[config.mk]
export PLATFORM = sky130hd
export DESIGN_NAME = page_write_buffer
export DESIGN_NICKNAME = d
export VERILOG_FILES = /design/src/rtl/pwb_pkg.sv /design/src/rtl/pwb_ctrl.sv /design/src/rtl/pwb_datapath.sv /design/src/rtl/page_write_buffer.sv
export SDC_FILE = /design/constraint.sdc
export NUM_CORES = 1
export LEC_CHECK = 0
export ABC_AREA = 1
export BUFFER_PORTS_ARGS = -buffer_cell sky130_fd_sc_hd__buf_4
export CORE_MARGIN = 2
export CORE_UTILIZATION = 46
export DETAILED_ROUTE_END_ITERATION = 8
export PLACE_DENSITY_LB_ADDON = 0.1
export RECOVER_POWER = 50
export SYNTH_ARGS = -nofsm -noshare
export SYNTH_HDL_FRONTEND = slang
export SYNTH_SLANG_ARGS = --single-unit
[constraint.sdc]
create_clock -name clk -period 3.2 [get_ports clk]
set_input_delay 0.32 -clock clk [delete_from_list [all_inputs] [get_ports clk]]
set_output_delay 0.32 -clock clk [all_outputs]
set_load 0.03 [all_outputs]
[src/rtl/pwb_pkg.sv]
package pwb_pkg;
  // Strobes from control to datapath; at most one of loadAddr/storeByte per clock.
  typedef struct packed {
    logic loadAddr;
    logic storeByte;
    logic clearAll;
  } pwbStrobes_t;
endpackage

[src/rtl/pwb_ctrl.sv]
module pwb_ctrl
  import pwb_pkg::*;
#(
  parameter int WRITE_CYCLES = 1000
) (
  input  logic        clk,
  input  logic        rstN,
  input  logic        startStb,
  input  logic        byteStb,
  input  logic        stopStb,
  input  logic        wpLevel,
  input  logic        anyValid,
  output pwbStrobes_t strobes,
  output logic        busy,
  output logic        commitStb
);
  localparam int CNT_W = (WRITE_CYCLES < 2) ? 1 : $clog2(WRITE_CYCLES);

  typedef enum logic [1:0] {S_IDLE, S_LOAD, S_PROG} pwbState_t;

  pwbState_t        state, stateNext;
  logic [CNT_W-1:0] progCnt, cntNext;
  logic             lastTick;

  assign lastTick  = (state == S_PROG) && (progCnt == CNT_W'(WRITE_CYCLES - 1));
  assign busy      = (state == S_PROG);
  assign commitStb = lastTick;

  always_ff @(posedge clk) begin
    if (!rstN) begin
      state   <= S_IDLE;
      progCnt <= '0;
    end else begin
      state   <= stateNext;
      progCnt <= cntNext;
    end
  end

  always_comb begin
    stateNext = state;
    cntNext   = progCnt;
    strobes   = '0;
    unique case (state)
      S_IDLE: begin
        if (startStb) begin
          stateNext         = S_LOAD;
          strobes.loadAddr  = 1'b1;
          strobes.clearAll  = 1'b1;
        end
      end
      S_LOAD: begin
        if (startStb) begin
          strobes.loadAddr = 1'b1;
          strobes.clearAll = 1'b1;
        end else if (stopStb) begin
          if (anyValid && !wpLevel) begin
            stateNext = S_PROG;
            cntNext   = '0;
          end else begin
            stateNext        = S_IDLE;
            strobes.clearAll = 1'b1;
          end
        end else if (byteStb) begin
          strobes.storeByte = 1'b1;
        end
      end
      S_PROG: begin
        if (lastTick) begin
          stateNext        = S_IDLE;
          strobes.clearAll = 1'b1;
          cntNext          = '0;
        end else begin
          cntNext = progCnt + 1'b1;
        end
      end
      default: stateNext = S_IDLE;
    endcase
  end

  // programming only begins from an unprotected stop holding data
  p_busy_from_stop_r5: assert property (@(posedge clk) disable iff (!rstN)
    $rose(busy) |-> ($past(stopStb) && $past(anyValid) && !$past(wpLevel)));
  // busy holds until the commit clock
  p_busy_hold_r5: assert property (@(posedge clk) disable iff (!rstN)
    (busy && !commitStb) |=> busy);
  // the commit clock is the last busy clock
  p_commit_last_r6: assert property (@(posedge clk) disable iff (!rstN)
    commitStb |=> !busy);
  // protected stop never starts programming
  p_wp_blocks_r9: assert property (@(posedge clk) disable iff (!rstN)
    (!busy && wpLevel && stopStb) |=> !busy);
  // empty stop never starts programming
  p_empty_stop_r10: assert property (@(posedge clk) disable iff (!rstN)
    (!busy && stopStb && !anyValid) |=> !busy);
endmodule

[src/rtl/pwb_datapath.sv]
module pwb_datapath
  import pwb_pkg::*;
#(
  parameter int ADDR_W = 12,
  parameter int OFFS_W = 5,
  parameter int DATA_W = 8
) (
  input  logic                                clk,
  input  logic                                rstN,
  input  pwbStrobes_t                         strobes,
  input  logic [ADDR_W-1:0]                   addrIn,
  input  logic [DATA_W-1:0]                   byteIn,
  output logic [ADDR_W-OFFS_W-1:0]            pageOut,
  output logic [(2**OFFS_W)*DATA_W-1:0]       dataOut,
  output logic [(2**OFFS_W)-1:0]              maskOut,
  output logic                                anyValid
);
  localparam int PAGE_BYTES = 2 ** OFFS_W;
  localparam int PAGE_W     = ADDR_W - OFFS_W;

  logic [PAGE_W-1:0]     pageReg;
  logic [OFFS_W-1:0]     offsReg;
  logic [PAGE_BYTES-1:0] validMask;

  always_ff @(posedge clk) begin
    if (!rstN) begin
      pageReg <= '0;
      offsReg <= '0;
    end else if (strobes.loadAddr) begin
      pageReg <= addrIn[ADDR_W-1:OFFS_W];
      offsReg <= addrIn[OFFS_W-1:0];
    end else if (strobes.storeByte) begin
      offsReg <= offsReg + 1'b1;
    end
  end

  for (genvar i = 0; i < PAGE_BYTES; i++) begin : g_slot
    logic [DATA_W-1:0] slotReg;
    logic              hit;
    assign hit = strobes.storeByte && (offsReg == OFFS_W'(i));

    always_ff @(posedge clk) begin
      if (!rstN) begin
        slotReg      <= '0;
        validMask[i] <= 1'b0;
      end else if (strobes.clearAll) begin
        slotReg      <= '0;
        validMask[i] <= 1'b0;
      end else if (hit) begin
        slotReg      <= byteIn;
        validMask[i] <= 1'b1;
      end
    end

    assign dataOut[i*DATA_W +: DATA_W] = slotReg;
  end

  assign pageOut  = pageReg;
  assign maskOut  = validMask;
  assign anyValid = |validMask;

  // slot pointer steps by one, modulo page size, page fixed
  p_offs_step_r2: assert property (@(posedge clk) disable iff (!rstN)
    (strobes.storeByte && !strobes.loadAddr) |=>
      (offsReg == OFFS_W'($past(offsReg) + 1'b1)) && $stable(pageReg));
  // a stored byte marks its slot valid
  p_slot_marked_r3: assert property (@(posedge clk) disable iff (!rstN)
    (strobes.storeByte && !strobes.clearAll) |=> validMask[$past(offsReg)]);
  // a clear empties the mask
  p_clear_r11: assert property (@(posedge clk) disable iff (!rstN)
    strobes.clearAll |=> (validMask == '0));
endmodule

[src/rtl/page_write_buffer.sv]
module page_write_buffer
  import pwb_pkg::*;
#(
  parameter int ADDR_W       = 12,
  parameter int OFFS_W       = 5,
  parameter int DATA_W       = 8,
  parameter int WRITE_CYCLES = 1000
) (
  input  logic                                  clk,
  input  logic                                  rstN,
  input  logic                                  wrStartStb,
  input  logic [ADDR_W-1:0]                     wrAddr,
  input  logic                                  byteValid,
  input  logic [DATA_W-1:0]                     byteData,
  input  logic                                  stopStb,
  input  logic                                  wpLevel,
  output logic                                  busy,
  output logic                                  arrWrEn,
  output logic [ADDR_W-OFFS_W-1:0]              arrPage,
  output logic [(2**OFFS_W)-1:0]                arrByteEn,
  output logic [(2**OFFS_W)*DATA_W-1:0]         arrData
);
  pwbStrobes_t strobes;
  logic        anyValid;

  pwb_ctrl #(.WRITE_CYCLES(WRITE_CYCLES)) u_ctrl (
    .clk       (clk),
    .rstN      (rstN),
    .startStb  (wrStartStb),
    .byteStb   (byteValid),
    .stopStb   (stopStb),
    .wpLevel   (wpLevel),
    .anyValid  (anyValid),
    .strobes   (strobes),
    .busy      (busy),
    .commitStb (arrWrEn)
  );

  pwb_datapath #(.ADDR_W(ADDR_W), .OFFS_W(OFFS_W), .DATA_W(DATA_W)) u_dp (
    .clk      (clk),
    .rstN     (rstN),
    .strobes  (strobes),
    .addrIn   (wrAddr),
    .byteIn   (byteData),
    .pageOut  (arrPage),
    .dataOut  (arrData),
    .maskOut  (arrByteEn),
    .anyValid (anyValid)
  );

  // array writes happen only inside the programming interval
  p_write_in_busy_r4: assert property (@(posedge clk) disable iff (!rstN)
    arrWrEn |-> busy);
  // a commit always carries at least one enabled byte
  p_commit_has_data_r6: assert property (@(posedge clk) disable iff (!rstN)
    arrWrEn |-> (arrByteEn != '0));
  // the held page is frozen while programming
  p_frozen_busy_r8: assert property (@(posedge clk) disable iff (!rstN)
    (busy && !arrWrEn) |=> ($stable(arrByteEn) && $stable(arrData) && $stable(arrPage)));
  // mask empty after the commit clock
  p_empty_after_r11: assert property (@(posedge clk) disable iff (!rstN)
    arrWrEn |=> (arrByteEn == '0));
endmodule

* Yosys cells after proc, flatten, opt, wreduce, memory -nomap -nowiden *
Cells that the tools add are included.

storage, ports and cells
  register bits after elaboration = 312
  input bits = 26
  output and inout bits = 297
  word-level logic and storage cells = 178

cells by class
  add/subtract/negate cells = 2
  eq/ne operators = 39
  muxes and demuxes = 24
  bitwise logic cells = 1
  reductions and logical operators = 44

operators by type and width
  cell                     number
  $eq A5 B5 Y1 const B     16
  $eq A5 B4 Y1 const B     8
  $mux W10                 4
  $logic_and A1 B1 Y1      34
  $reduce_or A32 Y1        1
  $eq A5 B3 Y1 const B     4
  $pmux W10 S2             1
  $add A10 B1 Y10 const B  1
  $eq A10 B10 Y1 const B   1
  $eq A5 B2 Y1 const B     2
  $mux W1                  10
  $mux W2                  5
  $mux W5                  2
  $reduce_and A4 Y1        2
  $ne A2 B2 Y1 const B     3
  $pmux W2 S3              1
  $add A5 B1 Y5 const B    1
  $eq A5 B1 Y1 const B     1
  $logic_not A5 Y1         1
  $ne A2 B1 Y1 const B     2
  $reduce_bool A2 Y1       2
  $reduce_or A2 Y1         2
  $pmux W1 S3              1
  $eq A2 B1 Y1 const B     1
  4 further kinds          4

* Longest topological paths before layout *
Gate-level depths: netlist of run 1.

  depth in word-level cells = 7
  gate-level depth with buffers = 12
  mapped depth without buffers = 11

* Hierarchy *
A second synthesis of run 1 with hierarchy kept.

unflattened totals
  cells, all modules = 1,651
  area, all modules = 12,386.9 um^2

modules (own cells, without submodules)
  module        instances  cells each  area each (um^2)  sequential area each (um^2)
  pwb_datapath  1          1,539       11,661.2          6,005.8
  pwb_ctrl      1          112         725.7             240.2

* Worst setup path before layout of run 1 *
No wires, ideal clock.

  path kind = reg2reg
  from = register u_ctrl.state[1]
  to = register u_dp.g_slot[29].slotReg[3]
  library setup time = 0.126 ns
  data arrival time = 1.803 ns
  required time = 3.074 ns
  slack = 1.270 ns
  stages on the path, launching flop included = 8
  path buffers = 2
  clock period less this slack = 1.930 ns
  cell sequence = dfxtp_1 inv_2 nor2_2 nand2_1 nand4_1 clkbuf_1 buf_1 nor2_1

on the way
  cells in the longest elaborated chain, start to end = 5
  elaborated cells between the ends (all ways) = 9
  those cells by class = 2 x eq/ne; 3 x mux; 4 x reduce/logical

ends and longest elaborated chain
  element                       RTL line                 source
  start: declaration            pwb_ctrl.sv:21           pwbState_t state, stateNext;
  start signal: assignment      pwb_ctrl.sv:34           state <= stateNext;
  $eq A2 B2 Y1 *                n/a
  named net busy                page_write_buffer.sv:17  output logic busy,
  $logic_and A1 B1 Y1           pwb_ctrl.sv:25           assign lastTick = (state == S_PROG) && (progCnt == CNT_W'(WRITE_CYCLES - 1));
  $mux W1                       pwb_ctrl.sv:68           if (lastTick) begin
  $pmux W1 S3 *                 pwb_ctrl.sv:43           unique case (state)
  $reduce_or A2 Y1 (no line) *  n/a
  end signal: assignment        pwb_datapath.sv:50       slotReg <= byteIn;
  end: declaration              pwb_datapath.sv:38       logic [DATA_W-1:0] slotReg;

Mark *: on every way through the listed nets, which the timed path passes. The rest lies on a longest branch.
A chain may end at the register's enable or synchronous reset.

* Worst setup path after layout of run 1 *
  from = register u_ctrl.state[1]
  to = register u_dp.g_slot[2].slotReg[4]

on the way
  cells in the longest elaborated chain, start to end = 5
  elaborated cells between the ends (all ways) = 9
  those cells by class = 2 x eq/ne; 3 x mux; 4 x reduce/logical

ends and longest elaborated chain
  element                     RTL line
  $eq A2 B2 Y1                pwb_ctrl.sv:25, pwb_ctrl.sv:43
  $logic_and A1 B1 Y1         pwb_ctrl.sv:25
  $mux W1                     pwb_ctrl.sv:68
  $pmux W1 S3                 pwb_ctrl.sv:43
  $reduce_or A2 Y1 (no line)  n/a
  end signal: assignment      pwb_datapath.sv:50
  end: declaration            pwb_datapath.sv:38

Parallel ways exist; a longest one is shown, timed or not.

==> results of run 1 <==
-- worst max path at each step --
| stage | from | slack [ns] | end |
|---|---|---|---|
| 2_1_floorplan | u_ctrl.state[1]$_SDFFE_PN0P_ | 1.27 | u_dp.g_slot[29].slotReg[3]$_SDFFE_PP0P_ |
| 3_3_place_gp | wrStartStb | 0.96 | u_dp.g_slot[1].slotReg[2]$_SDFFE_PP0P_ |
| 3_5_place_dp | stopStb | 0.93 | u_dp.g_slot[19].slotReg[3]$_SDFFE_PP0P_ |
| 4_1_cts | u_dp.offsReg[0]$_SDFFE_PN0P_ | 0.98 | u_dp.g_slot[22].slotReg[7]$_SDFFE_PP0P_ |
| 5_1_grt | u_ctrl.state[1]$_SDFFE_PN0P_ | 0.39 | u_dp.g_slot[1].slotReg[5]$_SDFFE_PP0P_ |
| 6_report | u_ctrl.state[1]$_SDFFE_PN0P_ | 0.62 | u_dp.g_slot[2].slotReg[4]$_SDFFE_PP0P_ |
-- report_power, final --
group / internal [mW] / switching [mW] / total, mW
sequential: 3.90 / 0.0110 / 3.91
clock: 2.57 / 1.57 / 4.14
combinational: 0.0677 / 0.242 / 0.310
total: 6.54 / 1.82 / 8.36
-- cell families (layout without fill, tap and decap cells) --
logic type,Yosys count,in the layout,share of synthesized area (%)
adder cells (fa/ha/maj),7,7,0.7019
AO/OA/AOI/OAI,304,304,12.33
AND/OR/NAND/NOR,749,749,24.02
flip-flops,312,312,50.06
buffers and inverters,416,716,12.89
-- sequential cells by signal, summed over array words and instances (netlist names) --
name,count
u_dp.g_slot.slotReg,256
u_dp.maskOut,32
u_ctrl.progCnt,10
u_dp.pageOut,7
u_dp.offsReg,5
u_ctrl.state,2
-- stage by stage --
| stage | total power [mW] | utilization [%] |
|---|---|---|
| after global routing | 8.639 | 56.60 |
| after global placement | 4.311 | 56.26 |
| final | 8.361 | 56.60 |
| after detailed placement | 4.311 | 56.26 |
| after floorplan | 4.173 | - |
| after CTS | 8.446 | 60.74 |
-- area by class of cell --
type / count / area (µm²) / area share (%)
tap: 341 / 426.7 / 2.813
timing repair buffer: 339 / 1484 / 9.783
clock buffer: 52 / 1082 / 7.135
inverter: 316 / 1186 / 7.820
sequential: 312 / 6246 / 41.18
multi-input combinational: 1060 / 4623 / 30.48
clock inverter: 9 / 120.1 / 0.7919
-- synth_stat cells --
| master | n | area (µm²) |
|---|---|---|
| buf_4 | 1 | 7.510 |
| o31ai_1 | 1 | 7.510 |
| nand4_1 | 14 | 87.58 |
| nand4_4 | 1 | 21.27 |
| buf_1 | 4 | 15.01 |
| inv_1 | 313 | 1175 |
| and2_0 | 1 | 6.260 |
| o21ai_0 | 242 | 1211 |
| and2_1 | 5 | 31.28 |
| o211ai_1 | 1 | 7.510 |
| nor2_2 | 2 | 12.51 |
| ha_1 | 7 | 87.58 |
| a211oi_1 | 2 | 15.01 |
| or2_2 | 4 | 25.02 |
| buf_2 | 34 | 170.2 |
| nor3_1 | 1 | 5.000 |
| nand4_2 | 7 | 87.58 |
| dfxtp_1 | 312 | 6246 |
| clkbuf_1 | 61 | 229.0 |
| o21ai_1 | 27 | 135.1 |
| nor4_4 | 1 | 21.27 |
| inv_2 | 1 | 3.750 |
| nand3_1 | 18 | 90.09 |
| a21oi_1 | 29 | 145.1 |
| nand2_1 | 331 | 1242 |
| a221oi_1 | 2 | 17.52 |
| clkinv_1 | 2 | 7.510 |
| nor2_1 | 364 | 1366 |
-- layer usage --
metal	routed length [µm]	GRT usage, %
met4	721	6.822
met3	2710	7.435
met5	0	0
met2	16800	41.04
met1	17020	33.70
-- critical path: stages, from the launching register on --
cell	delay, ns
dfxtp_1	0.32
nor2_1	0.12
clkbuf_1	0.48
inv_1	0.42
nand4_1	0.26
buf_12	0.30
buf_4	0.43
nor2_1	0.07
==> impl_metrics.env, run 1 <==
export IMPL_outcome="complete, no violations"
export IMPL_clk_latency_ns=0.51
export IMPL_place_area_um2=15080
export IMPL_leakagePower_nw=5.232
export IMPL_wl_um=37250
export IMPL_final_nets=2097
export IMPL_worstHoldEndpoint="u_dp.pageOut[4]$_SDFFE_PN0P_"
export IMPL_final_cell_mix="nor2_1 (364), nand2_1 (331), inv_1 (314)"
export IMPL_worstReg2RegStart="u_ctrl.state[1]$_SDFFE_PN0P_"
export IMPL_dp_slack_ns=0.9338
export IMPL_avgViaCountPerCell=4.782
export IMPL_finalSetupViolCount=0
export IMPL_slew_viol_final=0
export IMPL_path_clk_slew_ns=0.06
export IMPL_p_per_area_nw_per_um2=551.2
export IMPL_gr_total_overflow=0
export IMPL_min_path_type="input port to flop"
export IMPL_place_gp_congestion=0.8123
export IMPL_setup_ws_ns=0.6229
export IMPL_final_area_um2=15170
export IMPL_first_pass_iters=5
export IMPL_rsz0062_at_grt="false"
export IMPL_dp_cells=2368
export IMPL_ys_types=28
export IMPL_skew_ns=0.01089
export IMPL_cts_tree="done"
export IMPL_whs_path_depth=3
export IMPL_drt_iter0_markers=903
export IMPL_antennaDiodeCount=0
export IMPL_endpoint_kind="flop"
export IMPL_root_buffer="clkbuf_16"
export IMPL_synthesis_area_um2=12480
export IMPL_r2r_end="u_dp.g_slot[2].slotReg[4]$_SDFFE_PP0P_"
export IMPL_final_hold_viol_count=0
export IMPL_worst_pin_slew_ns=0.9054
export IMPL_required_ns=3.58
export IMPL_grt_first_pass_wirelength_um=57790
export IMPL_layout_commonest_cell="nor2_1"
export IMPL_io_buffers=322
export IMPL_fin_hold_ws_ns=0.03885
export IMPL_reg2reg_slack_ns=0.62
export IMPL_n_fill_cell=2813
export IMPL_wl_per_cell_um=15.33
export IMPL_worstRegToRegCells=7
export IMPL_stdcell_count=2429
export IMPL_die_w_um=168.7
export IMPL_period_needed_ns=2.577
export IMPL_syn_nets=1821
export IMPL_critPathArrivalTime_ns=2.96
export IMPL_core_um2=26800
export IMPL_worstSetupStartpointType="flop"
export IMPL_fin_crit_sh_pct=80.54
export IMPL_drcViolationCount=0
export IMPL_fmax_mhz=388.0
export IMPL_relSlewSlack_pct=39.57
export IMPL_grt_max_degree=68
export IMPL_drive_above_1_share_pct=5.460
export IMPL_maxCapViolations=0
export IMPL_drtAntennaViolNets=0
export IMPL_cts_setup_buffers=0
export IMPL_ir_worst_vdd_v=0.0004388
export IMPL_clock_path_buffers=3
export IMPL_num_rows=60
export IMPL_netlist_instances=1788
export IMPL_grt_antenna_before_repair=0
export IMPL_worstHoldStart="wrAddr[9]"
export IMPL_ios=323
export IMPL_fin_setup_tns_ns=0
export IMPL_hold_buffers=0
export IMPL_area_growth_pct=21.57
export IMPL_cts_buffers=35
export IMPL_die_h_um=168.7
export IMPL_clkSinkCount=312
export IMPL_grt_pass1_vias=10330
export IMPL_synth_seq_cells=312
export IMPL_crit_type="flop to flop"
export IMPL_dr_total_vias=11620
export IMPL_cts_resized=0
export IMPL_ys_seq_area_share_pct=50.06
export IMPL_syn_avg_cell_area_um2=6.978
export IMPL_dp_hpwl_um=24430
export IMPL_grt_use_total_pct=25.54
export IMPL_cp_max_fo=65
export IMPL_initial_utilization_pct=46.55
export IMPL_htree_levels=2
export IMPL_ys_warn_count=0
export IMPL_die_area_um2=28460
(Power assumes the default switching activity.)
==> inputs of run 2 (changes only) <==
==> constraint.sdc (replaced) <==
create_clock -name clk -period 2.35 [get_ports clk]
set_input_delay 0.235 -clock clk [delete_from_list [all_inputs] [get_ports clk]]
set_output_delay 0.235 -clock clk [all_outputs]
set_load 0.03 [all_outputs]
==> impl_metrics.env, run 2 (same netlist as run 1, synthesis figures left out) <==
export IMPL_grt_first_pass_wirelength_um=57140
export IMPL_final_hold_viol_count=0
export IMPL_place_gp_congestion=0.8864
export IMPL_worstHoldStart="wrStartStb"
export IMPL_slew_viol_final=0
export IMPL_grt_antenna_before_repair=0
export IMPL_ir_worst_vdd_v=0.0005585
export IMPL_avgViaCountPerCell=4.750
export IMPL_maxCapViolations=0
export IMPL_root_buffer="clkbuf_16"
export IMPL_p_per_area_nw_per_um2=710.7
export IMPL_worstRegToRegCells=8
export IMPL_period_needed_ns=1.989
export IMPL_fmax_mhz=502.7
export IMPL_finalSetupViolCount=0
export IMPL_antennaDiodeCount=0
export IMPL_core_um2=26800
export IMPL_cts_tree="done"
export IMPL_cts_buffers=35
export IMPL_endpoint_kind="output pin"
export IMPL_wl_per_cell_um=15.24
export IMPL_stdcell_count=2448
export IMPL_critPathArrivalTime_ns=1.75
export IMPL_fin_crit_sh_pct=84.65
export IMPL_reg2reg_slack_ns=0.39
export IMPL_worstHoldEndpoint="u_ctrl.state[0]$_SDFFE_PN0P_"
export IMPL_worstSetupStartpointType="flop"
export IMPL_relSlewSlack_pct=52.67
export IMPL_worstReg2RegStart="u_dp.offsReg[0]$_SDFFE_PN0P_"
export IMPL_finish_utilization_pct=56.99
export IMPL_die_area_um2=28460
export IMPL_whs_path_depth=3
export IMPL_wl_um=37320
export IMPL_drive_above_1_share_pct=5.838
export IMPL_min_path_type="input port to flop"
export IMPL_final_nets=2118
export IMPL_top_register="u_dp.g_slot.slotReg"
export IMPL_path_clk_slew_ns=0.06
export IMPL_initial_utilization_pct=46.55
export IMPL_worst_pin_slew_ns=0.7091
export IMPL_skew_ns=0.01434
export IMPL_drcViolationCount=0
export IMPL_dp_hpwl_um=24560
export IMPL_die_w_um=168.7
export IMPL_first_pass_iters=6
export IMPL_ios=323
export IMPL_power_mw=10.86
export IMPL_cp_max_fo=5
export IMPL_leakagePower_nw=5.286
export IMPL_grt_pass1_vias=10460
export IMPL_clkSinkCount=312
export IMPL_clk_latency_ns=0.51
export IMPL_gr_total_overflow=0
export IMPL_crit_type="flop to output pin"
export IMPL_area_growth_pct=22.41
export IMPL_fin_setup_tns_ns=0
export IMPL_dp_cells=2382
export IMPL_grt_max_degree=79
export IMPL_clock_path_buffers=3
export IMPL_required_ns=2.12
export IMPL_largest_reg_flops=256
export IMPL_cts_setup_buffers=0
export IMPL_grt_use_total_pct=25.26
export IMPL_htree_levels=2
export IMPL_die_h_um=168.7
export IMPL_drtAntennaViolNets=0
export IMPL_final_cell_mix="nor2_1 (364), nand2_1 (331), inv_1 (314)"
export IMPL_outcome="complete, no violations"
export IMPL_io_buffers=322
export IMPL_num_rows=60
export IMPL_dr_total_vias=11630
export IMPL_r2r_end="u_dp.g_slot[23].slotReg[4]$_SDFFE_PP0P_"
export IMPL_drt_iter0_markers=1056
export IMPL_rsz0062_at_grt="false"
export IMPL_layout_commonest_cell="nor2_1"
==> run 2: repair_timing <==
item / in CTS / in global routing
hold endpoints to repair: 7 / 0
setup endpoints to repair: 0 / 0
resized for setup: 0 / 0
hold buffers: 7 / 0
==> run 2: worst max-delay path, stage by stage, from the launching register on <==
cell and delay [ns]:
dfxtp_1 0.36, ha_1 0.17, nand2_1 0.10, nor2_1 0.11, nand2_1 0.12, inv_1 0.08
nand2_1 0.09, inv_1 0.08, buf_4 0.15
==> run 2: routing by layer <==
metal	global-route usage, %	vias up	share of wire [%]
met5	0	-	0
met4	6.597	0	2.1
met3	6.617	52	7.0
met2	41.82	326	46
met1	32.83	5257	45
li1	-	5992	-
==> run 2: through the flow <==
| stage | setup slack, ns | instance area (µm²) | hold WS [ns] |
|---|---|---|---|
| 6_report | 0.3607 | 15270 | 0.02226 |
| 5_1_grt | 0.1174 | 15270 | 0.01937 |
| 4_1_cts | 0.3365 | 16380 | 0.0005732 |
| 3_5_place_dp | 0.4049 | 15260 | 0.4537 |
| 3_3_place_gp | 0.4199 | 15260 | 0.4518 |
| 2_1_floorplan | 0.4203 | 12480 | 0.3699 |
==> run 2: where the power goes <==
part / switching [mW] / internal, mW / leakage, nW
registers: 0.0157 / 5.31 / 2.51
logic: 0.333 / 0.125 / 2.25
clock network: 2.11 / 2.96 / 0.523
total: 2.46 / 8.39 / 5.29
==> run 2: worst max path at each step <==
stage                                         startpoint                                 endpoint  slack [ns]
after floorplan             u_ctrl.state[1]$_SDFFE_PN0P_  u_dp.g_slot[29].slotReg[3]$_SDFFE_PP0P_        0.42
after global placement      u_dp.maskOut[1]$_SDFFE_PP0P_  u_dp.g_slot[21].slotReg[1]$_SDFFE_PP0P_        0.42
after detailed placement                         stopStb  u_dp.g_slot[29].slotReg[3]$_SDFFE_PP0P_        0.40
after CTS                 u_ctrl.progCnt[0]$_SDFFE_PN0P_                                  arrWrEn        0.34
after global routing        u_dp.offsReg[0]$_SDFFE_PN0P_  u_dp.g_slot[23].slotReg[2]$_SDFFE_PP0P_        0.12
final                     u_ctrl.progCnt[0]$_SDFFE_PN0P_                                  arrWrEn        0.36
==> run 2: final cells by class <==
| class | count | area (µm²) |
|---|---|---|
| Inverter | 316 | 1186 |
| Sequential cell | 312 | 6246 |
| Timing Repair Buffer | 360 | 1738 |
| Clock inverter | 10 | 52.55 |
| Tap cell | 341 | 426.7 |
| Fill cell | 2800 | 11530 |
| Clock buffer | 49 | 1001 |
| Multi-Input combinational cell | 1060 | 4623 |
==> inputs of run 3 (changes only) <==
==> constraint.sdc (replaced) <==
create_clock -name clk -period 2.07 [get_ports clk]
set_input_delay 0.207 -clock clk [delete_from_list [all_inputs] [get_ports clk]]
set_output_delay 0.207 -clock clk [all_outputs]
set_load 0.03 [all_outputs]
==> impl_metrics.env, run 3 (same netlist as run 1, synthesis figures left out) <==
export IMPL_outcome="complete, no violations"
export IMPL_ios=323
export IMPL_combinationalPowerShare_pct=4.4
export IMPL_die_h_um=168.7
export IMPL_crit_type="input port to flop"
export IMPL_path_clk_slew_ns=0.06
export IMPL_final_nets=2131
export IMPL_worstReg2RegStart="u_ctrl.state[1]$_SDFFE_PN0P_"
export IMPL_initial_utilization_pct=46.55
export IMPL_avgViaCountPerCell=4.753
export IMPL_antennaDiodeCount=0
export IMPL_skew_ns=0.02265
export IMPL_final_area_um2=16530
export IMPL_worstSetupStartpointType="input port"
export IMPL_critPathArrivalTime_ns=2.44
export IMPL_p_per_area_nw_per_um2=751.2
export IMPL_relSlewSlack_pct=58.13
export IMPL_wl_per_cell_um=15.27
export IMPL_area_growth_pct=32.45
export IMPL_cp_endpoint="u_dp.g_slot[30].slotReg[0]$_SDFFE_PP0P_"
export IMPL_largest_reg_flops=256
export IMPL_die_area_um2=28460
export IMPL_fmax_mhz=503.3
export IMPL_drcViolationCount=0
export IMPL_maxCapViolations=0
export IMPL_place_gp_congestion=0.8541
export IMPL_place_area_um2=15280
export IMPL_crit_path_start="wrStartStb"
export IMPL_drtAntennaViolNets=0
export IMPL_drt_iter0_markers=737
export IMPL_finalSetupViolCount=0
export IMPL_wl_um=37600
export IMPL_die_w_um=168.7
export IMPL_cp_max_fo=54
export IMPL_leakagePower_nw=6.612
export IMPL_root_buffer="clkbuf_16"
export IMPL_gr_total_overflow=0
export IMPL_final_hold_viol_count=0
export IMPL_pwr_share_seq_pct=48.7
export IMPL_switchingPower_mw=2.792
export IMPL_p_int_mw=9.622
export IMPL_grt_use_total_pct=25.78
export IMPL_clkPwrFrac_pct=46.9
export IMPL_min_path_type="input port to flop"
export IMPL_num_rows=60
export IMPL_cts_buffers=34
export IMPL_dr_total_vias=11710
export IMPL_grt_max_degree=61
export IMPL_slew_viol_final=0
export IMPL_fin_setup_tns_ns=0
export IMPL_layout_commonest_cell="nor2_1"
export IMPL_worstRegToRegCells=8
export IMPL_clock_path_buffers=3
export IMPL_worst_pin_slew_ns=0.6281
export IMPL_core_um2=26800
export IMPL_r2r_end="u_dp.g_slot[30].slotReg[0]$_SDFFE_PP0P_"
export IMPL_drive_above_1_share_pct=20.36
export IMPL_io_buffers=322
export IMPL_dp_hpwl_um=24900
export IMPL_fin_crit_sh_pct=95.98
export IMPL_cts_tree="done"
export IMPL_grt_pass1_vias=10750
export IMPL_clk_latency_ns=0.51
export IMPL_first_pass_iters=5
export IMPL_swShare_pct=22.49
export IMPL_period_needed_ns=1.987
export IMPL_endpoint_kind="flop"
export IMPL_grt_first_pass_wirelength_um=58480
export IMPL_htree_levels=2
export IMPL_required_ns=2.52
export IMPL_reg2reg_slack_ns=0.11
export IMPL_ir_worst_vdd_v=0.0005382
export IMPL_final_cell_mix="nor2_1 (364), buf_4 (351), nand2_1 (328)"
export IMPL_grt_antenna_before_repair=1
export IMPL_top_register="u_dp.g_slot.slotReg"
export IMPL_rsz0062_at_grt="true"
export IMPL_clkSinkCount=312
run 3: area by class of cell:
type                            count  area (µm²)
Fill cell                        2488       10270
Tap cell                          341       426.7
Sequential cell                   312        6246
Clock inverter                      6       33.78
Multi-Input combinational cell   1060        4639
Clock buffer                       54        1037
Timing Repair Buffer              374        2957
Inverter                          316        1186
run 3: metal layers:
| metal | vias to the layer above | part of all wire (%) | global-route usage (%) | wire [µm] |
|---|---|---|---|---|
| li1 | 6023 | - | - | - |
| met1 | 5298 | 44 | 32.90 | 16520 |
| met2 | 327 | 46 | 42.53 | 17280 |
| met3 | 59 | 8.0 | 7.739 | 3006 |
| met4 | 0 | 2.1 | 6.934 | 793 |
| met5 | - | 0 | 0 | 0 |
run 3: what timing repair did:
action	4_1_cts	5_1_grt
hold endpoints to repair	9	0
gates resized for setup	0	12
setup endpoints to repair	0	169
hold buffers	10	0
buffers inserted	0	0
run 3: critical path, cell delays in order:
cell	delay [ns]
dlygate4sd3_1	0.55
buf_4	0.16
nor4_4	0.32
buf_12	0.30
nand4_2	0.41
o21ai_0	0.30
inv_1	0.06
nor2_1	0.09
run 3: through the flow:
step                utilization (%)  setup slack [ns]  cells  total power [mW]  hold slack (ns)
finish                        61.66           0.08330   2463             12.41          0.01995
CTS                           61.39           0.09358   2462             12.50         0.002315
global placement              57.02            0.1485   2392             6.691           0.4322
detailed placement            57.02            0.1305   2392             6.692           0.4404
global route                  61.66          -0.09994   2463             12.80          0.02920
floorplan                         -            0.1403   1788             6.451           0.3419
run 3: worst min path at each step:
stage | start | to | slack, ns | depth (start not counted)
after floorplan | wrAddr[5] | u_dp.pageOut[0]$_SDFFE_PN0P_ | 0.34 | 2
after global placement | wrAddr[6] | u_dp.pageOut[1]$_SDFFE_PN0P_ | 0.43 | 3
after detailed placement | wrAddr[10] | u_dp.pageOut[5]$_SDFFE_PN0P_ | 0.44 | 3
after CTS | rstN | u_dp.pageOut[5]$_SDFFE_PN0P_ | 0.002 | 3
after global routing | rstN | u_dp.pageOut[1]$_SDFFE_PN0P_ | 0.03 | 3
final | rstN | u_dp.pageOut[2]$_SDFFE_PN0P_ | 0.02 | 3
run 3: power by group through the flow:
stage	combinational, mW	sequential, mW	clock (mW)
after floorplan	0.261	6.19	0
after global placement	0.517	6.17	0
after detailed placement	0.518	6.17	0
after CTS	0.535	6.04	5.92
after global routing	0.593	6.04	6.17
final	0.552	6.04	5.82
